`src/rtl/subirq_pkg.sv`:
```
package subirq_pkg;
  // default geometry of the two banks
  localparam int unsigned SUB_W_D    = 15;
  localparam int unsigned SUB_GSZ_D  = 3;
  localparam int unsigned EXT_W_D    = 20;
  localparam int unsigned EXT_LO_W_D = 4;

  // register address encoding
  typedef enum logic [1:0] {
    A_SUB_PEND = 2'd0,
    A_SUB_MASK = 2'd1,
    A_EXT_PEND = 2'd2,
    A_EXT_MASK = 2'd3
  } reg_addr_e;
endpackage

```
`src/rtl/irq_pend_bank.sv`:
```
module irq_pend_bank #(
  parameter int unsigned W = 15
) (
  input  logic         clk,
  input  logic         rst_n,
  input  logic [W-1:0] evt_i,
  input  logic [W-1:0] clr_i,
  input  logic         mask_we_i,
  input  logic [W-1:0] mask_d_i,
  output logic [W-1:0] pend_o,
  output logic [W-1:0] mask_o
);
  logic [W-1:0] pend_q;
  logic [W-1:0] mask_q;

  // one sticky cell per source; a new event outranks a clear
  for (genvar i = 0; i < W; i++) begin : g_cell
    always_ff @(posedge clk or negedge rst_n) begin
      if (!rst_n)
        pend_q[i] <= 1'b0;
      else if (evt_i[i])
        pend_q[i] <= 1'b1;
      else if (clr_i[i])
        pend_q[i] <= 1'b0;
    end

    // an event always leaves the bit set
    p_evt_sets_r2: assert property (@(posedge clk) disable iff (!rst_n)
      evt_i[i] |=> pend_q[i]);
    // a clear without an event empties the bit
    p_clr_empties_r3: assert property (@(posedge clk) disable iff (!rst_n)
      (clr_i[i] && !evt_i[i]) |=> !pend_q[i]);
    // without a clear a set bit holds
    p_hold_r3: assert property (@(posedge clk) disable iff (!rst_n)
      (pend_q[i] && !clr_i[i]) |=> pend_q[i]);
  end

  always_ff @(posedge clk or negedge rst_n) begin
    if (!rst_n)
      mask_q <= '1;
    else if (mask_we_i)
      mask_q <= mask_d_i;
  end

  // the mask only moves on a write
  p_mask_stable_r5: assert property (@(posedge clk) disable iff (!rst_n)
    !mask_we_i |=> $stable(mask_q));

  assign pend_o = pend_q;
  assign mask_o = mask_q;
endmodule

```
`src/rtl/irq_group_or.sv`:
```
module irq_group_or #(
  parameter int unsigned W  = 15,
  parameter int unsigned NG = 5,
  parameter logic [NG*W-1:0] SEL = '0
) (
  input  logic          clk,
  input  logic          rst_n,
  input  logic [W-1:0]  pend_i,
  input  logic [W-1:0]  mask_i,
  output logic [NG-1:0] req_o
);
  logic [W-1:0]  live;
  logic [NG-1:0] req_q;

  assign live = pend_i & ~mask_i;

  for (genvar g = 0; g < NG; g++) begin : g_grp
    logic hit;
    assign hit = |(live & SEL[g*W +: W]);

    always_ff @(posedge clk or negedge rst_n) begin
      if (!rst_n)
        req_q[g] <= 1'b0;
      else
        req_q[g] <= hit;
    end

    // the request follows group state one edge later
    p_req_rise_r6: assert property (@(posedge clk) disable iff (!rst_n)
      (|(pend_i & ~mask_i & SEL[g*W +: W])) |=> req_o[g]);
    p_req_fall_r9: assert property (@(posedge clk) disable iff (!rst_n)
      !(|(pend_i & ~mask_i & SEL[g*W +: W])) |=> !req_o[g]);
  end

  assign req_o = req_q;
endmodule

```
`src/rtl/subirq_fanin.sv`:
```
module subirq_fanin
  import subirq_pkg::*;
#(
  parameter int unsigned SUB_W    = SUB_W_D,
  parameter int unsigned SUB_GSZ  = SUB_GSZ_D,
  parameter int unsigned EXT_W    = EXT_W_D,
  parameter int unsigned EXT_LO_W = EXT_LO_W_D,
  localparam int unsigned SUB_NG  = (SUB_W + SUB_GSZ - 1) / SUB_GSZ,
  localparam int unsigned EXT_NG  = 2,
  localparam int unsigned DW      = (SUB_W > EXT_W) ? SUB_W : EXT_W
) (
  input  logic              clk,
  input  logic              rst_n,
  input  logic [SUB_W-1:0]  sub_evt_i,
  input  logic [EXT_W-1:0]  ext_evt_i,
  input  logic              reg_we_i,
  input  logic [1:0]        reg_waddr_i,
  input  logic [DW-1:0]     reg_wdata_i,
  input  logic [1:0]        reg_raddr_i,
  output logic [DW-1:0]     reg_rdata_o,
  output logic [SUB_NG-1:0] sub_req_o,
  output logic [EXT_NG-1:0] ext_req_o
);
  // membership of each internal group: consecutive runs of SUB_GSZ
  function automatic logic [SUB_NG*SUB_W-1:0] sub_sel_f();
    logic [SUB_NG*SUB_W-1:0] s;
    s = '0;
    for (int i = 0; i < int'(SUB_W); i++)
      s[(i / int'(SUB_GSZ)) * int'(SUB_W) + i] = 1'b1;
    return s;
  endfunction

  // external: first EXT_LO_W bits to group 0, the rest to group 1
  function automatic logic [EXT_NG*EXT_W-1:0] ext_sel_f();
    logic [EXT_NG*EXT_W-1:0] s;
    s = '0;
    for (int i = 0; i < int'(EXT_W); i++)
      if (i < int'(EXT_LO_W)) s[i] = 1'b1;
      else                    s[int'(EXT_W) + i] = 1'b1;
    return s;
  endfunction

  localparam logic [SUB_NG*SUB_W-1:0] SUB_SEL = sub_sel_f();
  localparam logic [EXT_NG*EXT_W-1:0] EXT_SEL = ext_sel_f();

  logic [SUB_W-1:0] sub_clr, sub_pend, sub_mask;
  logic [EXT_W-1:0] ext_clr, ext_pend, ext_mask;
  logic             sub_mask_we, ext_mask_we;

  // write decode: pending registers take write-1-to-clear
  always_comb begin
    sub_clr     = '0;
    ext_clr     = '0;
    sub_mask_we = 1'b0;
    ext_mask_we = 1'b0;
    if (reg_we_i) begin
      unique case (reg_addr_e'(reg_waddr_i))
        A_SUB_PEND: sub_clr     = reg_wdata_i[SUB_W-1:0];
        A_SUB_MASK: sub_mask_we = 1'b1;
        A_EXT_PEND: ext_clr     = reg_wdata_i[EXT_W-1:0];
        A_EXT_MASK: ext_mask_we = 1'b1;
        default: ;
      endcase
    end
  end

  irq_pend_bank #(.W(SUB_W)) u_sub_bank (
    .clk      (clk),
    .rst_n    (rst_n),
    .evt_i    (sub_evt_i),
    .clr_i    (sub_clr),
    .mask_we_i(sub_mask_we),
    .mask_d_i (reg_wdata_i[SUB_W-1:0]),
    .pend_o   (sub_pend),
    .mask_o   (sub_mask)
  );

  irq_pend_bank #(.W(EXT_W)) u_ext_bank (
    .clk      (clk),
    .rst_n    (rst_n),
    .evt_i    (ext_evt_i),
    .clr_i    (ext_clr),
    .mask_we_i(ext_mask_we),
    .mask_d_i (reg_wdata_i[EXT_W-1:0]),
    .pend_o   (ext_pend),
    .mask_o   (ext_mask)
  );

  irq_group_or #(.W(SUB_W), .NG(SUB_NG), .SEL(SUB_SEL)) u_sub_or (
    .clk   (clk),
    .rst_n (rst_n),
    .pend_i(sub_pend),
    .mask_i(sub_mask),
    .req_o (sub_req_o)
  );

  irq_group_or #(.W(EXT_W), .NG(EXT_NG), .SEL(EXT_SEL)) u_ext_or (
    .clk   (clk),
    .rst_n (rst_n),
    .pend_i(ext_pend),
    .mask_i(ext_mask),
    .req_o (ext_req_o)
  );

  // combinational read, zero-extended to DW
  always_comb begin
    reg_rdata_o = '0;
    unique case (reg_addr_e'(reg_raddr_i))
      A_SUB_PEND: reg_rdata_o[SUB_W-1:0] = sub_pend;
      A_SUB_MASK: reg_rdata_o[SUB_W-1:0] = sub_mask;
      A_EXT_PEND: reg_rdata_o[EXT_W-1:0] = ext_pend;
      A_EXT_MASK: reg_rdata_o[EXT_W-1:0] = ext_mask;
      default: ;
    endcase
  end

  // a fully masked bank raises no request on the next edge
  p_masked_quiet_r9: assert property (@(posedge clk) disable iff (!rst_n)
    (&sub_mask) |=> (sub_req_o == '0));
  // an external mask write lands on the next edge
  p_mask_write_r5: assert property (@(posedge clk) disable iff (!rst_n)
    ext_mask_we |=> (ext_mask == $past(reg_wdata_i[EXT_W-1:0])));
endmodule

```
`config.mk`:
```
export PLATFORM = sky130hd
export DESIGN_NAME = subirq_fanin
export DESIGN_NICKNAME = d
export VERILOG_FILES = /design/src/rtl/subirq_pkg.sv /design/src/rtl/irq_pend_bank.sv /design/src/rtl/irq_group_or.sv /design/src/rtl/subirq_fanin.sv
export SDC_FILE = /design/constraint.sdc
export NUM_CORES = 1
export LEC_CHECK = 0
export BUFFER_PORTS_ARGS = -buffer_cell sky130_fd_sc_hd__buf_2
export CORE_UTILIZATION = 53
export CTS_CLUSTER_DIAMETER = 100
export CTS_CLUSTER_SIZE = 28
export DETAILED_ROUTE_END_ITERATION = 12
export HOLD_SLACK_MARGIN = 0.15
export PLACE_DENSITY_LB_ADDON = 0.12
export RECOVER_POWER = 25
export SYNTH_ARGS = -nofsm -noshare
export SYNTH_HDL_FRONTEND = slang
export SYNTH_SLANG_ARGS = --single-unit
```
`constraint.sdc`:
```
create_clock -name clk -period 1.47 [get_ports clk]
set_input_delay 0.147 -clock clk [delete_from_list [all_inputs] [get_ports clk]]
set_output_delay 0.147 -clock clk [all_outputs]
set_load 0.005 [all_outputs]
```
; ---- Word level (Yosys, flattened, before mapping)
; Index checks and enable logic that the tools add are counted.
[classes]
n_eq_ne = 6
n_mux = 80
bitwise_logic = 4
n_reduce_logical = 44
[ops]
columns = op, n
row1 = 2-to-1 mux 1 bit, 74
row2 = nonzero test 2 bit, 35
row3 = case mux 15 bit (4 select lines), 1
row4 = 2-to-1 mux 20 bit, 2
row5 = 2-to-1 mux 15 bit, 2
row6 = AND 20 bit, 1
row7 = inverter 20 bit, 1
row8 = OR reduction 16 bit, 1
row9 = AND 15 bit, 1
row10 = inverter 15 bit, 1
row11 = OR reduction 3 bit, 5
row12 = case mux 5 bit (2 select lines), 1
row13 = "== test 2 bit, second input constant", 4
row14 = "== test 2 x 1 -> 1 bit, second input constant", 2
row15 = zero test 2 bit, 2
row16 = OR reduction 4 bit, 1
[totals]
ff_bits = 77
inputBits = 62
out_inout_bits = 27
word_cells = 178

; ---- Longest topological paths before layout
[depth]
word_depth = 5
depth_mapped = 4
mapped_depth_nobuf = 3

; ---- Hierarchy
; Synthesis repeated with hierarchy kept, for this count alone.
[hier_totals]
hier_cells = 323
hier_area_um2 = 3992.6
[modules_own_cells]
columns = module, n_inst, cells_each, area_each_um2, seq_area_each_um2
row1 = irq_pend_bank (u_ext_bank), 1, 102, 1574.0, 1026.0
row2 = irq_pend_bank (u_sub_bank), 1, 77, 1176.1, 769.5
row3 = subirq_fanin, 1, 90, 713.2, 0.0
row4 = irq_group_or (u_sub_or), 1, 25, 269.0, 125.1
row5 = irq_group_or (u_ext_or), 1, 29, 260.2, 50.0

; ---- Least setup slack after synthesis
; No wires, ideal clock.
[synth_timing]
path_kind = reg2reg
startpoint = register u_ext_bank.mask_q[18] (netlist: u_ext_bank.mask_o[18])
endpoint = register u_ext_or.req_q[1] (netlist: u_ext_or.req_o[1])
setup_ns = 0.148
arrival_ns = 1.007
required_ns = 1.322
setup_slack_ns = 0.315
path_stages_with_launch = 4
path_buffers = 0
synth_period_minus_slack_ns = 1.155
path_cell_list = dfstp_2 > nor2b_1 > a2111oi_0 > nand4_1
[synth_between]
elab_chain_cells = 3
[synth_rtl]
columns = item, line_no
row1 = "start, declared", irq_pend_bank.sv:14  ; logic [W-1:0] mask_q;
row2 = "start signal, assigned", irq_pend_bank.sv:42  ; mask_q <= mask_d_i;
row3 = inverter 20 bit, irq_group_or.sv:15  ; assign live = pend_i & ~mask_i;
row4 = AND 20 bit, irq_group_or.sv:15
row5 = OR reduction 16 bit, irq_group_or.sv:19  ; assign hit = |(live & SEL[g*W +: W]);
row6 = net u_ext_or.g_grp[1].hit, irq_group_or.sv:18  ; logic hit;
row7 = "end signal, assigned by index", irq_group_or.sv:25  ; req_q[g] <= hit;
row8 = "end, declared", irq_group_or.sv:13  ; logic [NG-1:0] req_q;
; The timed path passes the listed nets, and every way through them passes these cells.
; A chain may end at the register's enable or synchronous reset.

; ---- Worst setup path after layout
[layout_timing]
startpoint = register u_sub_bank.pend_q[8] (netlist: u_sub_bank.pend_o[8])
endpoint = output reg_rdata_o[8]
[layout_between]
elab_chain_cells = 1
[layout_rtl]
columns = item, line_no
row1 = "start, declared", irq_pend_bank.sv:13  ; logic [W-1:0] pend_q;
row2 = "start signal, assigned by index", irq_pend_bank.sv:20  ; pend_q[i] <= 1'b0;
row3 = "start signal, assigned by index", irq_pend_bank.sv:22  ; pend_q[i] <= 1'b1;
row4 = "start signal, assigned by index", irq_pend_bank.sv:24  ; pend_q[i] <= 1'b0;
row5 = case mux 15 bit (4 select lines), subirq_fanin.sv:108  ; unique case (reg_addr_e'(reg_raddr_i))
row6 = "end, declared", subirq_fanin.sv:20  ; output logic [DW-1:0] reg_rdata_o,
; No other way between the ends.

==> summary.md <==
| Metric | Value |
|---|---|
| Initial DRC Count | `roughly 100` |
| Maximum clock frequency | `approximately 650 MHz` |
| Port Buffer Count | `around 90` |
| Period minus WS final | `~1.5 ns` |
| DIE HEIGHT | `about 84 um` |
| Source of the worst register-to-register timing path | `u_ext_bank.pend_o[11]$_DFFE_PN0P_` |
| Ordered list of cells on the worst path | `mux4_2, buf_2` |
| Pre-CTS setup slack | `-0.00653 ns` |
| Filler-free cell count of the finished design | `~550` |
| Worst hold-check path type | `in -> reg` |
| Number of buffers on the longest clock path | `2` |
| Count of filler cells inserted in the layout | `~360` |
| Data arrival, critical path | `between 1 and 1.5 ns` |
| Area overhead of the layout relative to synthesis | `50.4%` |
| Sinks on Clock Net | `77` |
| Highest routing layer actually used | `met4` |
| Setup slack on the worst flop-to-flop path | `0.09 ns` |
| Slew Limit Headroom | `0.321` |
| Clk Latency, worst-skew pair | `~0.34 ns` |
| Number of antenna violations at the first check in global routing | `0` |
| Worst path setup slack after routing | `-0.0647 ns` |
| Synthesized cell area | `approximately 0.0036 mm^2` |
| CTS H-tree depth | `3` |
| Detailed route wirelength on metal2 | `just over 5000 um` |
| Num ports | `89` |
| Yosys Warn Count | `0` |
| Critical path required time | `~1.3 ns` |
| Launch point of the worst hold path | `reg_wdata_i[3]` |
| Max Cap Violations | `0` |
| Final number of setup-violating endpoints | `9` |
| Placeable core region | `0.00642 mm^2` |
| Outcome | `finished with violations` |
| CP Capture Type | `output pin` |
| Clk_skew | `around 0.0064 ns` |
| Capture point of the worst reg-to-reg path | `u_ext_or.req_o[1]$_DFF_PN0_` |
| Flip-flop and latch count after synthesis | `slightly below 80` |
| Number of nets with antenna violations after routing | `0` |
| Slew @ Worst Pin | `between 1 and 1.5 ns` |
| Routed length on met3 | `489 um` |
| Number of distinct library cell variants in the gate-level netlist after synthesis | `25` |
| Peak supply drop | `around 650 uV` |
| Setup repair after global routing missed its margin | `true` |
| Count of nets after finishing | `roughly 530` |
| Post-detailed-route DRC marker count | `10` |
| Estimated wirelength of the detail-placed design | `between 5000 and 6000 um` |
| Master cell of the clock root buffer | `clkbuf_8` |
| Number of optimization iterations in the first detailed-route pass | `8` |
| TritonCTS clock tree | `built` |
| End point of the most critical hold path | `u_sub_bank.mask_o[3]$_DFFE_PN1P_` |
| Post-synth ARST share | `1.00` |
| Startpoint type of the worst setup path | `flop` |
| Vias in the first global route | `around 3200` |
| Post-placement cell count | `~430` |
| Violated checks | `DRC, setup timing` |
| Share of layout cells above drive strength 1 | `0.486` |
| Slowest-stage cell, CP | `mux4_2` |
| Die Outline Area | `approximately 0.0071 mm^2` |
| EDFF count, synth | `0` |
| Post-synthesis net count | `330` |
| Die W | `around 84 um` |
| Pwr per Cell Area | `~1000 mW/mm^2` |
| Total gr overflow | `0` |
| Portion of the clock cycle consumed by the worst path in the final layout | `1.04` |
| CTS clock-pin slew for the worst setup and hold paths | `~0.08 ns` |
| Average cell area after synthesis | `~13 um^2` |
| Start-to-end type of the worst setup path | `reg -> out` |
| Pin count of the biggest net entering global routing | `78` |
| Initial Utilization | `0.555` |
| Metal-1 WL | `3800 um` |
| Largest fanout on the critical path | `2` |
| Portion of the post-synthesis area used by sequential elements | `0.553` |
| DR WL/cell | `~17 um` |
| Aggregate global-route resource usage | `0.303` |
| Hold violation total from the final report | `0` |
| Number of pins exceeding their max-slew limit in the final report | `0` |
| Detail-routed via count per cell | `around 5.3` |
| Total detailed-routing wirelength | `approximately 9600 um` |
| Num CTS Buffers | `9` |
| Biggest cell delay along the critical path | `0.48 ns` |
| Count of cells along the worst register-to-register path | `5` |
| Number of stages on the worst hold path | `3` |
| Total leakage power | `2.23 nW` |
| Instance count of the mapped netlist | `about 270` |
| First-pass GRT wire length | `15900 um` |
| Tightest hold margin | `roughly 0.26 ns` |
| Vias post-DR | `2890` |
| Ant. Diodes | `0` |
| Fin util | `0.835` |
| Final weighted congestion in routability-driven placement | `0.843` |
| Row count | `29` |
| Top_reg_cell synth | `dfrtp_1` |
cell families (layout without fill, tap and decap cells):
kind of cell           Yosys count  after routing  share of synthesized area
buffers and inverters           28            231                     0.0354
multiplexers                    55             55                      0.219
flip-flops                      77             77                      0.553
AO/OA/AOI/OAI                   46             46                     0.0919
AND/OR/NAND/NOR                 62             62                      0.101
synth_stat cells, drive strengths merged, types with 5 or more instances:
cell type  count  area share
a21oi         12       0.017
buf            8       0.014
dfstp         35        0.26
nor2b         17       0.030
nand2         23       0.024
mux4          15       0.095
nand2b         5      0.0088
o221ai         6       0.015
or2           12       0.021
mux2i          5       0.014
inv           18       0.019
mux2          35        0.11
a21o          23       0.048
dfrtp         42        0.29
critical path: cells and delay by family, from the launching register on:
family / cells / cell delay (ns)
buffers and inverters: 1 / 0.15
flip-flops: 1 / 0.42
multiplexers: 1 / 0.48
through the flow:
stage	setup TNS [ns]	instance area [um^2]	power (mW)
after floorplan	0	3570	3.12
after global placement	-0.0211	4200	3.51
after detailed placement	-0.00653	4200	3.54
after CTS	-0.197	5330	5.31
after global routing	-0.753	5360	5.55
final	-0.158	5360	5.33
cell usage in the layout (no fill, tap or decap):
master          count
nor3b_4             1
or2_2               7
mux2_2             35
buf_2              86
nand2_1            23
nand2b_1            5
o221ai_1            6
buf_6               1
a21o_1             23
nand4_1             1
nand3_1             1
dlymetal6s4s_1      2
a21oi_1            12
a2111oi_1           2
mux4_2             15
clkbuf_1            4
and3b_2             1
or2_1               5
mux2i_2             1
buf_4              23
clkbuf_4            2
dlygate4sd3_1      77
inv_2               1
inv_1              17
dfstp_2            35
mux2i_1             4
clkbuf_8           11
dfrtp_1            42
nor2b_1            17
nand3b_4            1
buf_12              6
a22oi_1             1
bufinv_16           1
a2111oi_2           2
worst max-delay path by stage:
stage / from / end / slack, ns / cells after the start
after floorplan: u_ext_bank.mask_o[18]$_DFFE_PN1P_ / u_ext_or.req_o[1]$_DFF_PN0_ / 0.32 / 3
after global placement: u_ext_bank.mask_o[18]$_DFFE_PN1P_ / u_ext_or.req_o[1]$_DFF_PN0_ / -0.02 / 4
after detailed placement: u_ext_bank.mask_o[8]$_DFFE_PN1P_ / u_ext_or.req_o[1]$_DFF_PN0_ / -0.007 / 3
after CTS: u_sub_bank.pend_o[10]$_DFFE_PN0P_ / reg_rdata_o[10] / -0.03 / 2
after global routing: u_sub_bank.pend_o[8]$_DFFE_PN0P_ / reg_rdata_o[8] / -0.1 / 2
final: u_sub_bank.pend_o[8]$_DFFE_PN0P_ / reg_rdata_o[8] / -0.06 / 2
registers in the layout, indices dropped and copies added (netlist names):
| register | cells |
|---|---|
| u_ext_bank.mask_o | 20 |
| u_ext_bank.pend_o | 20 |
| u_sub_bank.mask_o | 15 |
| u_sub_bank.pend_o | 15 |
| u_sub_or.req_o | 5 |
| u_ext_or.req_o | 2 |
power by group:
group / internal [mW] / switching [mW]
Combinational: 0.644 / 0.418
Sequential: 2.49 / 0.164
Clock: 0.882 / 0.726
Total: 4.02 / 1.31
per-layer routing:
| metal | GRT usage | vias up |
|---|---|---|
| li1 | - | 1346 |
| met1 | 0.354 | 1433 |
| met4 | 0.124 | 0 |
| met2 | 0.551 | 99 |
| met3 | 0.0504 | 12 |
| met5 | 0 | - |
final cells by class:
cell class	instances	area, um^2	area share
Clock inverter	1	30.0	0.00560
Clock buffer	15	166	0.0310
Tap cell	77	96.3	0.0180
Timing Repair Buffer	197	1550	0.288
Inverter	18	67.6	0.0126
Sequential cell	77	1970	0.367
Multi-Input combinational cell	163	1490	0.277
timing repair:
action / CTS / global route
endpoints found under the hold margin: 147 / 0
gates cloned: 0 / 0
gates resized for setup: 2 / 10
endpoints found under the setup margin: 15 / 22
hold buffers: 81 / 0
setup buffers: 16 / 5
Power figures use the tool's default switching activity.
